[config.mk]
export PLATFORM = sky130hd
export DESIGN_NAME = sxr_reader
export DESIGN_NICKNAME = d
export VERILOG_FILES = /design/src/rtl/sxr_pkg.sv /design/src/rtl/sxr_sync.sv /design/src/rtl/sxr_phase_timer.sv /design/src/rtl/sxr_assembler.sv /design/src/rtl/sxr_ctrl.sv /design/src/rtl/sxr_reader.sv
export SDC_FILE = /design/constraint.sdc
export NUM_CORES = 1
export LEC_CHECK = 0
export BUFFER_PORTS_ARGS = -buffer_cell sky130_fd_sc_hd__buf_4
export CORE_ASPECT_RATIO = 1.2
export CORE_UTILIZATION = 25
export CTS_CLUSTER_DIAMETER = 150
export DETAILED_ROUTE_END_ITERATION = 10
export GPL_TIMING_DRIVEN = 0
export SYNTH_ARGS = -nofsm -noshare
export SYNTH_HDL_FRONTEND = slang
export SYNTH_SLANG_ARGS = --single-unit
export TNS_END_PERCENT = 30
[constraint.sdc]
create_clock -name clk -period 4.6 [get_ports clk]
set_clock_uncertainty 0.05 [all_clocks]
set_input_delay 0.92 -clock clk [delete_from_list [all_inputs] [get_ports clk]]
set_output_delay 0.92 -clock clk [all_outputs]
set_load 0.05 [all_outputs]
[src/rtl/sxr_pkg.sv]
package sxr_pkg;

    localparam int BYTE_W = 8;

    typedef logic [BYTE_W-1:0] sxr_byte_t;

    typedef enum logic [2:0] {
        ST_IDLE,
        ST_LOAD,
        ST_HIGH,
        ST_LOW,
        ST_FIN
    } sxr_state_e;

    // Pin pair driven towards the external chain
    typedef struct packed {
        logic load_n;
        logic sclk;
    } sxr_pins_t;

    // Append a bit at the least significant end
    function automatic sxr_byte_t push_lsb(input sxr_byte_t cur, input logic b);
        return {cur[BYTE_W-2:0], b};
    endfunction

endpackage

[src/rtl/sxr_sync.sv]
module sxr_sync #(
    parameter int STAGES = 2
) (
    input  logic clk,
    input  logic rst,
    input  logic d,
    output logic q
);
    logic [STAGES-1:0] chain_q;

    generate
        if (STAGES == 1) begin : g_one
            always_ff @(posedge clk) begin
                if (rst) chain_q <= '0;
                else     chain_q <= d;
            end
        end else begin : g_many
            always_ff @(posedge clk) begin
                if (rst) chain_q <= '0;
                else     chain_q <= {chain_q[STAGES-2:0], d};
            end
        end
    endgenerate

    assign q = chain_q[STAGES-1];
endmodule

[src/rtl/sxr_phase_timer.sv]
module sxr_phase_timer #(
    parameter int HALF = 4
) (
    input  logic clk,
    input  logic rst,
    input  logic restart,
    output logic last
);
    localparam int CW = $clog2(HALF + 1);

    logic [CW-1:0] cnt_q;

    assign last = (cnt_q == CW'(HALF - 1));

    always_ff @(posedge clk) begin
        if (rst || restart) cnt_q <= '0;
        else if (last)      cnt_q <= '0;
        else                cnt_q <= cnt_q + CW'(1);
    end
endmodule

[src/rtl/sxr_assembler.sv]
module sxr_assembler
    import sxr_pkg::*;
(
    input  logic      clk,
    input  logic      rst,
    input  logic      clear,
    input  logic      take,
    input  logic      bit_in,
    output logic      full,
    output sxr_byte_t value
);
    localparam int BW = $clog2(BYTE_W);

    sxr_byte_t     acc_q;
    logic [BW-1:0] cnt_q;

    assign value = push_lsb(acc_q, bit_in);
    assign full  = take && (cnt_q == BW'(BYTE_W - 1));

    always_ff @(posedge clk) begin
        if (rst || clear) begin
            acc_q <= '0;
            cnt_q <= '0;
        end else if (take) begin
            acc_q <= value;
            cnt_q <= cnt_q + BW'(1);
        end
    end
endmodule

[src/rtl/sxr_ctrl.sv]
module sxr_ctrl
    import sxr_pkg::*;
#(
    parameter int MAX_DEV = 4,
    parameter int CNT_W   = 3,
    parameter int IDX_W   = 2
) (
    input  logic             clk,
    input  logic             rst,
    input  logic             start,
    input  logic [CNT_W-1:0] dev_count,
    input  logic             phase_last,
    input  logic             byte_full,
    input  sxr_byte_t        byte_val,
    output logic             timer_restart,
    output logic             take_bit,
    output logic             load_n,
    output logic             shift_clk,
    output logic             busy,
    output logic             done,
    output logic             wr_en,
    output logic [IDX_W-1:0] wr_idx,
    output sxr_byte_t        wr_data
);
    sxr_state_e       state_q;
    sxr_pins_t        pins_q;
    logic [CNT_W-1:0] n_q;
    logic [CNT_W-1:0] idx_q;
    logic [CNT_W-1:0] n_eff;
    logic             last_byte;

    assign n_eff = (dev_count > CNT_W'(MAX_DEV)) ? CNT_W'(MAX_DEV) : dev_count;
    assign last_byte = (idx_q == n_q - CNT_W'(1));

    assign timer_restart = (state_q == ST_IDLE);
    assign take_bit      = (state_q == ST_HIGH) && phase_last;
    assign load_n        = pins_q.load_n;
    assign shift_clk     = pins_q.sclk;

    always_ff @(posedge clk) begin
        if (rst) begin
            state_q <= ST_IDLE;
            pins_q  <= '{load_n: 1'b0, sclk: 1'b1};
            n_q     <= '0;
            idx_q   <= '0;
            busy    <= 1'b0;
            done    <= 1'b0;
            wr_en   <= 1'b0;
            wr_idx  <= '0;
            wr_data <= '0;
        end else begin
            done  <= 1'b0;
            wr_en <= 1'b0;
            case (state_q)
                ST_IDLE: begin
                    if (start) begin
                        if (n_eff == '0) begin
                            done <= 1'b1;
                        end else begin
                            n_q     <= n_eff;
                            idx_q   <= '0;
                            busy    <= 1'b1;
                            state_q <= ST_LOAD;
                        end
                    end
                end
                ST_LOAD: begin
                    if (phase_last) begin
                        pins_q.load_n <= 1'b1;
                        state_q       <= ST_HIGH;
                    end
                end
                ST_HIGH: begin
                    if (phase_last) begin
                        if (byte_full) begin
                            wr_en   <= 1'b1;
                            wr_data <= byte_val;
                            wr_idx  <= idx_q[IDX_W-1:0];
                        end
                        if (byte_full && last_byte) begin
                            pins_q.load_n <= 1'b0;
                            state_q       <= ST_FIN;
                        end else begin
                            if (byte_full) idx_q <= idx_q + CNT_W'(1);
                            pins_q.sclk <= 1'b0;
                            state_q     <= ST_LOW;
                        end
                    end
                end
                ST_LOW: begin
                    if (phase_last) begin
                        pins_q.sclk <= 1'b1;
                        state_q     <= ST_HIGH;
                    end
                end
                ST_FIN: begin
                    busy    <= 1'b0;
                    done    <= 1'b1;
                    state_q <= ST_IDLE;
                end
                default: state_q <= ST_IDLE;
            endcase
        end
    end
endmodule

[src/rtl/sxr_reader.sv]
module sxr_reader
    import sxr_pkg::*;
#(
    parameter int  MAX_DEV     = 4,
    parameter int  HALF_CYCLES = 4,
    parameter int  SYNC_STAGES = 2,
    localparam int CNT_W       = $clog2(MAX_DEV + 1),
    localparam int IDX_W       = (MAX_DEV > 1) ? $clog2(MAX_DEV) : 1
) (
    input  logic             clk,
    input  logic             rst,
    input  logic             start,
    input  logic [CNT_W-1:0] dev_count,
    input  logic             ser_in,
    output logic             load_n,
    output logic             shift_clk,
    output logic             wr_en,
    output logic [IDX_W-1:0] wr_idx,
    output logic [7:0]       wr_data,
    output logic             busy,
    output logic             done
);
    // The sample point must come after the synchronizer latency
    localparam int HALF_EFF = (HALF_CYCLES < SYNC_STAGES + 1) ? SYNC_STAGES + 1 : HALF_CYCLES;

    logic      ser_sync;
    logic      phase_last;
    logic      timer_restart;
    logic      take_bit;
    logic      byte_full;
    sxr_byte_t byte_val;

    sxr_sync #(.STAGES(SYNC_STAGES)) u_sync (
        .clk (clk),
        .rst (rst),
        .d   (ser_in),
        .q   (ser_sync)
    );

    sxr_phase_timer #(.HALF(HALF_EFF)) u_timer (
        .clk     (clk),
        .rst     (rst),
        .restart (timer_restart),
        .last    (phase_last)
    );

    sxr_assembler u_asm (
        .clk    (clk),
        .rst    (rst),
        .clear  (timer_restart),
        .take   (take_bit),
        .bit_in (ser_sync),
        .full   (byte_full),
        .value  (byte_val)
    );

    sxr_ctrl #(.MAX_DEV(MAX_DEV), .CNT_W(CNT_W), .IDX_W(IDX_W)) u_ctrl (
        .clk           (clk),
        .rst           (rst),
        .start         (start),
        .dev_count     (dev_count),
        .phase_last    (phase_last),
        .byte_full     (byte_full),
        .byte_val      (byte_val),
        .timer_restart (timer_restart),
        .take_bit      (take_bit),
        .load_n        (load_n),
        .shift_clk     (shift_clk),
        .busy          (busy),
        .done          (done),
        .wr_en         (wr_en),
        .wr_idx        (wr_idx),
        .wr_data       (wr_data)
    );
endmodule

==> impl_table.tex <==
\begin{tabular}{lr}
\hline
Metric & Value \\
\hline
\multicolumn{2}{l}{\textbf{Power}} \\
\quad Comb power frac & 0.067 \\
\quad Total leakage power & around 0.73 nW \\
\quad Switch share & 0.222 \\
\quad NetSw & 0.131 mW \\
\quad Flop pwr share & 0.583 \\
\quad Internal power & between 0.4 and 0.5 mW \\
\quad Maximum vdd drop & 0.0988 mV \\
\quad Power Density & 304 mW/mm\^{}2 \\
\quad Clk network pwr share & 0.350 \\
\multicolumn{2}{l}{\textbf{Layout}} \\
\quad Sequential standard cell area & 781 um\^{}2 \\
\quad Ratio of cells with drive above 1 in the final layout & 0.187 \\
\quad Post-layout nets & approximately 220 \\
\quad Antenna fix cells & 0 \\
\quad Non-filler cells in the finished layout & approximately 290 \\
\quad Total area of multi-input combinational cells & around 740 um\^{}2 \\
\quad Area of all placed cells without fillers & 0.00194 mm\^{}2 \\
\quad Area added between synthesis and finish & 20.7\% \\
\quad Number of filler cells placed in the layout & between 600 and 700 \\
\multicolumn{2}{l}{\textbf{Clock tree}} \\
\quad Clock buffers created by TritonCTS & 5 \\
\quad Clock input transition at the sequential cells of the worst setup and hold paths & 0.07 ns \\
\quad Clock Tree Root & sky130\_fd\_sc\_hd\_\_clkbuf\_8 \\
\quad Setup fix buffers added after clock tree synthesis & 0 \\
\quad Maximum buffer depth of the clock tree & 2 \\
\quad CTS sink cnt & 39 \\
\quad Number of buffers inserted by hold repair at cts & 0 \\
\quad Number of levels in the clock H-tree & 2 \\
\quad Clk\_lat worst skew & just under 0.3 ns \\
\quad TritonCTS clock tree & done \\
\quad CTS-repair resized insts & 0 \\
\multicolumn{2}{l}{\textbf{Worst hold path}} \\
\quad Hold/Removal Path Class & reg2reg \\
\quad Worst hold stages & 1 \\
\multicolumn{2}{l}{\textbf{Critical path}} \\
\quad Longest individual stage delay on the worst path & approximately 0.41 ns \\
\quad Crit path max fanout & 3 \\
\quad Crit-path cells & buf\_4 > or3\_1 > a41oi\_1 > a211oi\_1 > o32ai\_1 \\
\quad Classification of the worst setup path & in2reg \\
\quad Critical path's top delay family & compound AO/OA/AOI/OAI gates \\
\quad Crit path launch type & primary input \\
\quad Category of the worst setup path capture point & flop \\
\quad Required time of the critical path & 4.74 ns \\
\quad CP bufs+invs & 1 \\
\quad Data arrival time of the critical path & 2.12 ns \\
\quad Cell with the biggest individual delay on the critical path & sky130\_fd\_sc\_hd\_\_or3\_1 \\
\quad Depth of the worst register-to-register path & 7 \\
\quad Levels on crit path & 5 \\
\multicolumn{2}{l}{\textbf{Routing}} \\
\quad Number of design rule violations left after detail routing & 0 \\
\quad Number of DRC violations after detailed-routing iteration 0 & 75 \\
\quad Mean number of vias per cell & about 4.5 \\
\quad Routed length per placed instance & 11.2 um \\
\quad Post-Route WL & around 3.3 mm \\
\quad Antenna-violating nets left & 0 \\
\quad Via count & 1300 \\
\quad Number of iterations in the first detailed-routing pass & 4 \\
\multicolumn{2}{l}{\textbf{Synthesis}} \\
\quad Nets in the synthesized netlist & 195 \\
\quad Post-synthesis average cell area & 8.84 um\^{}2 \\
\quad Share of cell area taken by muxes after synthesis & 0.0124 \\
\quad Fraction of the mapped netlist area in adder cells & 0.0467 \\
\quad Main combinational cell family by area after synthesis & simple AND/OR/NAND/NOR gates \\
\quad Yosys reg bits & 39 \\
\quad Yosys warnings & 0 \\
\quad Number of distinct library cell variants in the gate-level netlist after synthesis & 40 \\
\quad Basic-gate share of the synthesized area counting and, or, nand and nor cells & 0.226 \\
\quad Sequential-to-total area share from yosys stat & 0.485 \\
\quad Share of the synthesized area in compound gates (AO/OA/AOI/OAI) & 0.148 \\
\quad Fraction of synthesized cell area in xor and xnor cells & 0.0303 \\
\quad Count of mapped cells out of synthesis & 182 \\
\quad Mapped cell area & between 0.0015 and 0.002 mm\^{}2 \\
\multicolumn{2}{l}{\textbf{Global routing}} \\
\quad Wire length of the first global-routing pass & 5.77 mm \\
\quad Pin count of the biggest net entering global routing & 11 \\
\quad Global Route Usage Sum & 0.112 \\
\quad Total gr overflow & 0 \\
\quad Number of global-route vias before repair & 1259 \\
\quad Antenna violations before repair & 0 \\
\multicolumn{2}{l}{\textbf{STA}} \\
\quad Worst-margin pin slew & around 0.48 ns \\
\quad Upper clock frequency limit & a little over 0.5 GHz \\
\quad Unrepaired setup endpoints after global routing & no \\
\quad Post-route setup slack & about 2.6 ns \\
\quad Final setup vio count & 0 \\
\quad Share of the clock period used by the worst path after layout & 0.430 \\
\quad Slew headroom & 0.682 \\
\quad Hold slack & between 0.3 and 0.4 ns \\
\quad Final critical-path required period & between 1.5 and 2 ns \\
\quad Pins over their slew limit & 0 \\
\quad Final hold violation count & 0 \\
\quad Total negative slack & 0 ns \\
\multicolumn{2}{l}{\textbf{Placed design}} \\
\quad Final HPWL from detailed placement & between 2 and 2.5 mm \\
\quad Total cell area at the placement stage & about 0.0019 mm\^{}2 \\
\quad GP Congestion & 0.755 \\
\quad Port-buffer cells & 21 \\
\quad Post-place setup slack & 2.36 ns \\
\quad Placed insts & around 290 \\
\multicolumn{2}{l}{\textbf{Run}} \\
\quad Number of max-cap violations & 0 \\
\multicolumn{2}{l}{\textbf{Status}} \\
\quad Run status & finished, final reports clean \\
\multicolumn{2}{l}{\textbf{Floorplan}} \\
\quad Initial cell density of the core & 0.263 \\
\quad Overall die height & 89.9 um \\
\quad Row cnt & 31 \\
\quad Die Outline Area & slightly below 0.007 mm\^{}2 \\
\quad Chip Width & 75.2 um \\
\quad IO Count & 22 \\
\quad Core area & 0.00613 mm\^{}2 \\
\hline
\end{tabular}
[logic make-up after synthesis]
logic type,count (synthesis)
XOR/XNOR,4
multiplexers,2
AND/OR/NAND/NOR,74
buffers and inverters,18
adder cells (fa/ha/maj),6
AO/OA/AOI/OAI,39
flip-flops,39
[per-layer routing]
layer / global-route usage / up-vias / part of all wire
met4: 0.0370 / 0 / 0.017
met3: 0.0303 / 5 / 0.033
met2: 0.178 / 18 / 0.46
li1: - / 677 / -
met1: 0.144 / 600 / 0.48
met5: 0 / - / 0
[cells in the final DEF (no fill, tap or decap), types with 3 or more instances in the layout]
cell	count
sky130_fd_sc_hd__clkbuf_1	5
sky130_fd_sc_hd__a211oi_1	4
sky130_fd_sc_hd__nand2_1	43
sky130_fd_sc_hd__buf_2	4
sky130_fd_sc_hd__nor2_1	6
sky130_fd_sc_hd__ha_1	6
sky130_fd_sc_hd__buf_4	22
sky130_fd_sc_hd__nor3_1	4
sky130_fd_sc_hd__clkbuf_8	5
sky130_fd_sc_hd__dfxtp_1	39
sky130_fd_sc_hd__nand3_1	5
sky130_fd_sc_hd__nor2b_1	3
sky130_fd_sc_hd__a21oi_1	23
sky130_fd_sc_hd__inv_1	7
[final timing paths]
kind,endpoint,slack [ns],from
max,u_ctrl.idx_q[0],2.62,dev_count[1]
min reg2reg,u_timer.cnt_q[0],0.38,u_timer.cnt_q[0]
max reg2reg,u_ctrl.idx_q[2],2.67,u_timer.cnt_q[0]
min,u_timer.cnt_q[0],0.38,u_timer.cnt_q[0]
[cell type report]
class                      count  share of cell area
buffer                        11              0.0296
inverter                       7              0.0135
tap                           82              0.0528
clock buffer                   6              0.0374
timing repair buffer          21              0.0812
sequential                    39               0.402
multi-input combinational    125               0.383
[cell usage after synthesis]
master	instances	area share
sky130_fd_sc_hd__a2111oi_0	1	0.0054
sky130_fd_sc_hd__a211oi_1	4	0.019
sky130_fd_sc_hd__a21boi_0	1	0.0047
sky130_fd_sc_hd__a21o_1	2	0.0093
sky130_fd_sc_hd__a21oi_1	23	0.072
sky130_fd_sc_hd__a311o_1	1	0.0062
sky130_fd_sc_hd__a31oi_1	2	0.0078
sky130_fd_sc_hd__a41oi_1	1	0.0054
sky130_fd_sc_hd__and3_1	1	0.0039
sky130_fd_sc_hd__and3_4	1	0.0070
sky130_fd_sc_hd__and4_2	1	0.0062
sky130_fd_sc_hd__and4bb_2	1	0.0078
sky130_fd_sc_hd__buf_1	1	0.0023
sky130_fd_sc_hd__buf_2	4	0.012
sky130_fd_sc_hd__buf_4	1	0.0047
sky130_fd_sc_hd__buf_6	1	0.0070
sky130_fd_sc_hd__clkbuf_1	4	0.0093
sky130_fd_sc_hd__dfxtp_1	39	0.49
sky130_fd_sc_hd__ha_1	6	0.047
sky130_fd_sc_hd__inv_1	7	0.016
sky130_fd_sc_hd__mux2i_1	2	0.012
sky130_fd_sc_hd__nand2_1	43	0.10
sky130_fd_sc_hd__nand3_1	5	0.016
sky130_fd_sc_hd__nand3b_1	1	0.0047
sky130_fd_sc_hd__nand4_1	1	0.0039
sky130_fd_sc_hd__nor2_1	6	0.014
sky130_fd_sc_hd__nor2_4	1	0.0070
sky130_fd_sc_hd__nor2b_1	3	0.012
sky130_fd_sc_hd__nor3_1	4	0.012
sky130_fd_sc_hd__nor3b_1	1	0.0047
sky130_fd_sc_hd__nor3b_2	1	0.0078
sky130_fd_sc_hd__nor4_1	1	0.0039
sky130_fd_sc_hd__o211ai_1	1	0.0047
sky130_fd_sc_hd__o21ai_0	1	0.0031
sky130_fd_sc_hd__o32ai_1	2	0.011
sky130_fd_sc_hd__or3_1	1	0.0039
sky130_fd_sc_hd__or3b_2	2	0.011
sky130_fd_sc_hd__xnor2_1	1	0.0054
sky130_fd_sc_hd__xnor3_1	1	0.014
sky130_fd_sc_hd__xor2_1	2	0.011
[power groups by stage]
stage / Sequential (mW) / Combinational (mW) / Clock, mW
floorplan: 0.355 / 0.0236 / 0
global placement: 0.352 / 0.0390 / 0
detailed placement: 0.352 / 0.0396 / 0
CTS: 0.344 / 0.0399 / 0.216
global route: 0.344 / 0.0437 / 0.228
finish: 0.344 / 0.0393 / 0.206
[flip-flops by register name, indices dropped and copies added (netlist names), 2 cells and up]
register	flops
u_ctrl.wr_data	8
u_asm.acc_q	7
u_asm.cnt_q	3
u_ctrl.idx_q	3
u_ctrl.n_q	3
u_ctrl.state_q	3
u_timer.cnt_q	3
u_ctrl.wr_idx	2
u_sync.chain_q	2
[metrics by stage]
stage	utilization	total power [mW]
final	0.317	0.590
after global routing	0.317	0.616
after CTS	0.317	0.600
after detailed placement	0.305	0.391
after global placement	0.305	0.391
after floorplan	-	0.378
[worst register-to-register path: stages, from the launching register on]
cell,delay [ns]
sky130_fd_sc_hd__dfxtp_1,0.31
sky130_fd_sc_hd__ha_1,0.19
sky130_fd_sc_hd__ha_1,0.18
sky130_fd_sc_hd__buf_2,0.16
sky130_fd_sc_hd__and3_1,0.17
sky130_fd_sc_hd__clkbuf_1,0.17
sky130_fd_sc_hd__a21o_1,0.22
sky130_fd_sc_hd__a311o_1,0.36
Note: power is estimated with default switching activity, not from simulation.
